File: config.mk
export PLATFORM = sky130hd
export DESIGN_NAME = reg_lifo_top
export DESIGN_NICKNAME = d
export VERILOG_FILES = /design/src/rtl/reg_lifo_pkg.sv /design/src/rtl/reg_lifo_ctrl.sv /design/src/rtl/reg_lifo_dp.sv /design/src/rtl/reg_lifo_top.sv
export SDC_FILE = /design/constraint.sdc
export NUM_CORES = 1
export LEC_CHECK = 0
export BUFFER_PORTS_ARGS = -buffer_cell sky130_fd_sc_hd__buf_2
export CELL_PAD_IN_SITES_DETAIL_PLACEMENT = 0
export CELL_PAD_IN_SITES_GLOBAL_PLACEMENT = 2
export CORE_ASPECT_RATIO = 0.6
export CORE_MARGIN = 1
export CORE_UTILIZATION = 50
export CTS_CLUSTER_DIAMETER = 60
export DETAILED_ROUTE_END_ITERATION = 7
export PLACE_DENSITY_LB_ADDON = 0.25
export SYNTH_ARGS = -nofsm -noshare
export SYNTH_HDL_FRONTEND = slang
export SYNTH_HIERARCHICAL = 1
export SYNTH_SLANG_ARGS = --single-unit
File: constraint.sdc
create_clock -name clk -period 3.8 [get_ports clk]
set_input_delay 0 -clock clk [delete_from_list [all_inputs] [get_ports clk]]
set_output_delay 0 -clock clk [all_outputs]
set_load 0.05 [all_outputs]
File: src/rtl/reg_lifo_pkg.sv
package reg_lifo_pkg;
  typedef struct packed {
    logic doPush;
    logic doPop;
  } lifo_strobe_t;
endpackage

File: src/rtl/reg_lifo_ctrl.sv
module reg_lifo_ctrl #(
  parameter int PTR_W = 6
) (
  input  logic                         clk,
  input  logic                         rstN,
  input  logic                         pushReq,
  input  logic                         popReq,
  input  logic [PTR_W-1:0]             sp,
  output reg_lifo_pkg::lifo_strobe_t   strobe,
  output logic                         isFull,
  output logic                         isEmpty,
  output logic                         errPulse
);
  localparam logic [PTR_W-1:0] SP_LAST = '1;
  localparam logic [PTR_W-1:0] SP_ONE  = PTR_W'(1);

  logic illegal;

  always_comb begin
    strobe.doPush = pushReq && !popReq && !isFull;
    strobe.doPop  = popReq && !pushReq && !isEmpty;
    illegal       = (pushReq && popReq) || (pushReq && isFull) || (popReq && isEmpty);
  end

  always_ff @(posedge clk) begin
    if (!rstN) begin
      isFull   <= 1'b0;
      isEmpty  <= 1'b1;
      errPulse <= 1'b0;
    end else begin
      errPulse <= illegal;
      if (strobe.doPush) begin
        isEmpty <= 1'b0;
        if (sp == SP_LAST) isFull <= 1'b1;
      end else if (strobe.doPop) begin
        isFull <= 1'b0;
        if (sp == SP_ONE) isEmpty <= 1'b1;
      end
    end
  end

  p_flags_exclusive_r10: assert property (@(posedge clk) disable iff (!rstN)
    !(isFull && isEmpty));
  p_full_at_wrap_r3: assert property (@(posedge clk) disable iff (!rstN)
    isFull |-> (sp == '0));
  p_push_full_err_r6: assert property (@(posedge clk) disable iff (!rstN)
    (pushReq && isFull) |=> (errPulse && isFull));
  p_pop_empty_err_r7: assert property (@(posedge clk) disable iff (!rstN)
    (popReq && isEmpty) |=> (errPulse && isEmpty));
  p_both_err_r8: assert property (@(posedge clk) disable iff (!rstN)
    (pushReq && popReq) |=> errPulse);
  p_no_err_idle_r9: assert property (@(posedge clk) disable iff (!rstN)
    (!pushReq && !popReq) |=> !errPulse);
endmodule

File: src/rtl/reg_lifo_dp.sv
module reg_lifo_dp #(
  parameter int DATA_W = 16,
  parameter int PTR_W  = 6
) (
  input  logic                        clk,
  input  logic                        rstN,
  input  reg_lifo_pkg::lifo_strobe_t  strobe,
  input  logic [DATA_W-1:0]           wrData,
  output logic [PTR_W-1:0]            sp,
  output logic [DATA_W-1:0]           rdData
);
  localparam int DEPTH = 1 << PTR_W;

  logic [DATA_W-1:0] store [DEPTH];
  logic [PTR_W-1:0]  spUp;
  logic [PTR_W-1:0]  spDown;

  always_comb begin
    spUp   = sp + 1'b1;
    spDown = sp - 1'b1;
  end

  always_ff @(posedge clk) begin
    if (strobe.doPush) store[spUp] <= wrData;
  end

  always_ff @(posedge clk) begin
    if (!rstN) begin
      sp     <= '0;
      rdData <= '0;
    end else if (strobe.doPush) begin
      sp     <= spUp;
      rdData <= wrData;
    end else if (strobe.doPop) begin
      rdData <= store[sp];
      sp     <= spDown;
    end
  end

  p_push_data_r2: assert property (@(posedge clk) disable iff (!rstN)
    strobe.doPush |=> (rdData == $past(wrData)));
  p_sp_hold_r8: assert property (@(posedge clk) disable iff (!rstN)
    (!strobe.doPush && !strobe.doPop) |=> ($stable(sp) && $stable(rdData)));
  p_push_step_r2: assert property (@(posedge clk) disable iff (!rstN)
    strobe.doPush |=> (sp == PTR_W'($past(sp) + 1'b1)));
endmodule

File: src/rtl/reg_lifo_top.sv
module reg_lifo_top #(
  parameter int DATA_W = 16,
  parameter int PTR_W  = 6
) (
  input  logic              clk,
  input  logic              rstN,
  input  logic              pushReq,
  input  logic              popReq,
  input  logic [DATA_W-1:0] wrData,
  output logic [DATA_W-1:0] rdData,
  output logic              isFull,
  output logic              isEmpty,
  output logic              errPulse
);
  reg_lifo_pkg::lifo_strobe_t strobe;
  logic [PTR_W-1:0]           sp;

  reg_lifo_ctrl #(.PTR_W(PTR_W)) ctrl_i (
    .clk(clk), .rstN(rstN), .pushReq(pushReq), .popReq(popReq), .sp(sp),
    .strobe(strobe), .isFull(isFull), .isEmpty(isEmpty), .errPulse(errPulse)
  );

  reg_lifo_dp #(.DATA_W(DATA_W), .PTR_W(PTR_W)) dp_i (
    .clk(clk), .rstN(rstN), .strobe(strobe), .wrData(wrData),
    .sp(sp), .rdData(rdData)
  );
endmodule

==> flow_summary.json <==
{
  "cts-root-buf": "clkbuf_16",
  "clk_pin_slew_ns": 0.06,
  "rsz0062_at_grt": "false",
  "power_density_nw_per_um2": 517.7,
  "end_kind": "flop",
  "max_freq_mhz": 305.9,
  "regArea_um2": 31390,
  "fin_nets": 2172,
  "avgViaCountPerCell": 6.465,
  "synth_edf_count": 1024,
  "fin_cells": 3291,
  "first_global_vias": 20390,
  "drtIter0Drc": 3003,
  "max_slew_margin_pct": 25.41,
  "synth_simple_gate_area_share_pct": 3.243,
  "syn_nets": 1985,
  "gp_congestion": 0.8714,
  "crit_chain": "buf_12 > buf_12 > mux2i_1 > a21oi_1 > a311o_1 > a221oi_1 > a21oi_1",
  "p_leak_nw": 14.34,
  "start_kind": "flop",
  "cts.sinks": 1055,
  "finalSetupViolCount": 0,
  "synth.most_common_cell": "edfxtp_1",
  "synth_area_leader_cell": "edfxtp_1",
  "core_area_um2": 80380,
  "num_vias": 21280,
  "post_cts_buffers": 0,
  "place_hpwl_mm": 69.38,
  "ant_nets": 0,
  "io_pins": 39,
  "synth_compound_area_share_pct": 2.959,
  "wl_mm": 110.8,
  "fin_area_um2": 46450,
  "grt_overflow": 0,
  "peakVddDrop_mv": 0.4005,
  "crit_slowest_cell": "a221oi_1",
  "dp_cells": 3100,
  "synth_mux_area_share_pct": 15.53,
  "yosys.area_share.adder_pct": 0.06095,
  "hold_viol": 0,
  "post_route_cells_drive_above_1_share_pct": 25.19,
  "synth_top_area_share_pct": 74.89,
  "synthFlopType": "edfxtp_1",
  "synthXorXnorAreaFrac_pct": 0.1707,
  "io_buffers": 38,
  "synth_cell_types": 59,
  "netlist_instances": 1963,
  "synthTopCellsByArea": "edfxtp_1 75%, mux4_2 12%, mux2i_1 2.0%, dfxtp_1 1.5%, mux4_1 1.4%",
  "postCtsResizedCells": 0,
  "crit_type": "flop to flop",
  "avgRoutedWirePerCell_um": 33.66,
  "cp_max_fo": 42,
  "min_period_ns": 3.269,
  "async_flop_share_pct": 0,
  "synth_commonest_cells": "1024 x edfxtp_1, 217 x mux4_2, 101 x nor2_1",
  "max_slew.worst_pin.slew_ns": 1.117,
  "hp-class": "input pin to flop",
  "num_rows": 80,
  "outcome": "completed",
  "cap_violations": 0,
  "antenna_found_initial": 7,
  "cp_data_required_time_ns": 4.34,
  "fill_cells": 5867,
  "cts-htree-levels": 3,
  "fin_crit_sh_pct": 86.02,
  "firstDrtPassIters": 6,
  "avgSynthCellArea_um2": 20.92,
  "die-area_um2": 83300,
  "path_buf_inv": 2,
  "ys.warnings.count": 6,
  "die_h_um": 224.0,
  "rrSetupSlack_ns": 0.53,
  "die_width_um": 371.9,
  "grt_pass1_wl_mm": 156.8,
  "drcViolationCount": 0,
  "multi_input_area_um2": 9080,
  "track_usage_pct": 27.25,
  "synth_area_um2": 41060,
  "initial_core_util_pct": 51.08,
  "clkLatencyLatePin_ns": 0.69,
  "cts_hold_buffers": 20,
  "max_stage_delay_ns": 0.77,
  "synth_top_family_by_area": "multiplexers",
  "grt_start_max_net_pins": 66,
  "ys_ff_latch": 1055,
  "seq_area_frac_synth_pct": 76.41,
  "area_delta_synth_final_pct": 13.14,
  "skew_ns": 0.02735,
  "post_dp_cell_area_um2": 43170,
  "setup_tns_ns": 0,
  "tritoncts": "done",
  "worstPathArrival_ns": 3.81,
  "slew_violations": 0,
  "numCtsBuffers": 94,
  "cts.path.max_buffers": 3,
  "path_delay_family": "compound AO/OA/AOI/OAI gates"
}
-- report_power, final --
group | total, mW | leakage (nW) | switching [mW] | internal (mW)
Combinational | 1.51 | 3.38 | 0.925 | 0.580
Sequential | 12.9 | 9.46 | 0.0854 | 12.8
Clock | 9.66 | 1.51 | 4.17 | 5.49
Total | 24.1 | 14.3 | 5.18 | 18.9
-- path summary, 6_finish.rpt --
path                       start                end  depth (start not counted)
setup / recovery            flop     dp_i/rdData[8]                          7
hold / removal         wrData[2]  dp_i/store[43][2]                          1
setup reg to reg            flop     dp_i/rdData[8]                          7
hold reg to reg   ctrl_i/isEmpty     ctrl_i/isEmpty                          2
-- worst register-to-register path: cells and delay by family, from the launching register on --
kind            cells  cell delay, ns
compound gates      4            1.48
buf+inv             2            0.64
mux                 1            0.29
flops               1            0.73
-- metal layers --
layer	global-route usage (%)	up-vias	routed length, um
met5	0	-	38
met4	5.658	6	1913
met3	7.543	140	13370
met2	36.84	1201	46500
met1	44.02	11370	48960
li1	-	8558	-
-- cell type report --
| cell class | instances | share of cell area [%] |
|---|---|---|
| clock buffers | 125 | 5.608 |
| well taps | 1066 | 2.871 |
| repair buffers | 197 | 3.329 |
| diodes | 2 | 0.01077 |
| clock inverters | 44 | 1.024 |
| flip-flops and latches | 1055 | 67.56 |
| multi-input cells | 796 | 19.55 |
| inverters | 6 | 0.04848 |
-- sequential cells by signal (all words and copies together) (netlist names), named ones only --
register / cells
dp_i/store: 1024
dp_i/sp: 6
ctrl_i/isEmpty: 1
ctrl_i/errPulse: 1
ctrl_i/isFull: 1
dp_i/rdData: 16
-- layout by cell type (no fill, tap or decap), types with 17 or more instances in the layout --
cell type,netlist,routed
o22ai_1,17,17
nor2_2,0,18
a21oi_1,19,19
edfxtp_1,1024,1024
dlygate4sd3_1,0,20
clkbuf_16,0,99
o21ai_0,26,26
dfxtp_1,31,27
a22oi_1,39,39
buf_4,30,130
nor2_1,101,83
mux4_1,22,22
mux4_2,217,217
mux2i_1,82,82
nand3_1,18,18
nand2b_1,23,23
clkbuf_1,29,23
nand2_1,82,82
buf_2,35,38
-- metrics by stage --
stage / hold WS (ns) / utilization (%) / setup slack [ns] / power (mW)
final: 0.06937 / 57.79 / 0.5314 / 24.05
after floorplan: 0.07999 / - / 0.7431 / 13.97
after detailed placement: 0.3648 / 53.71 / 0.5311 / 14.62
after global routing: 0.05632 / 57.79 / 0.3895 / 24.71
after CTS: 0.02254 / 57.79 / 0.5342 / 24.18
after global placement: 0.3525 / 53.71 / 0.5251 / 14.60
-- cell families after synthesis --
logic type / Yosys count
muxes: 329
xor gates and xnor gates: 8
adders and majority gates: 2
and+or+nand+nor: 287
AOI/OAI and AO/OA: 170
buffers and inverters: 112
DFF: 1055
Note: power is estimated with default switching activity, not from simulation.
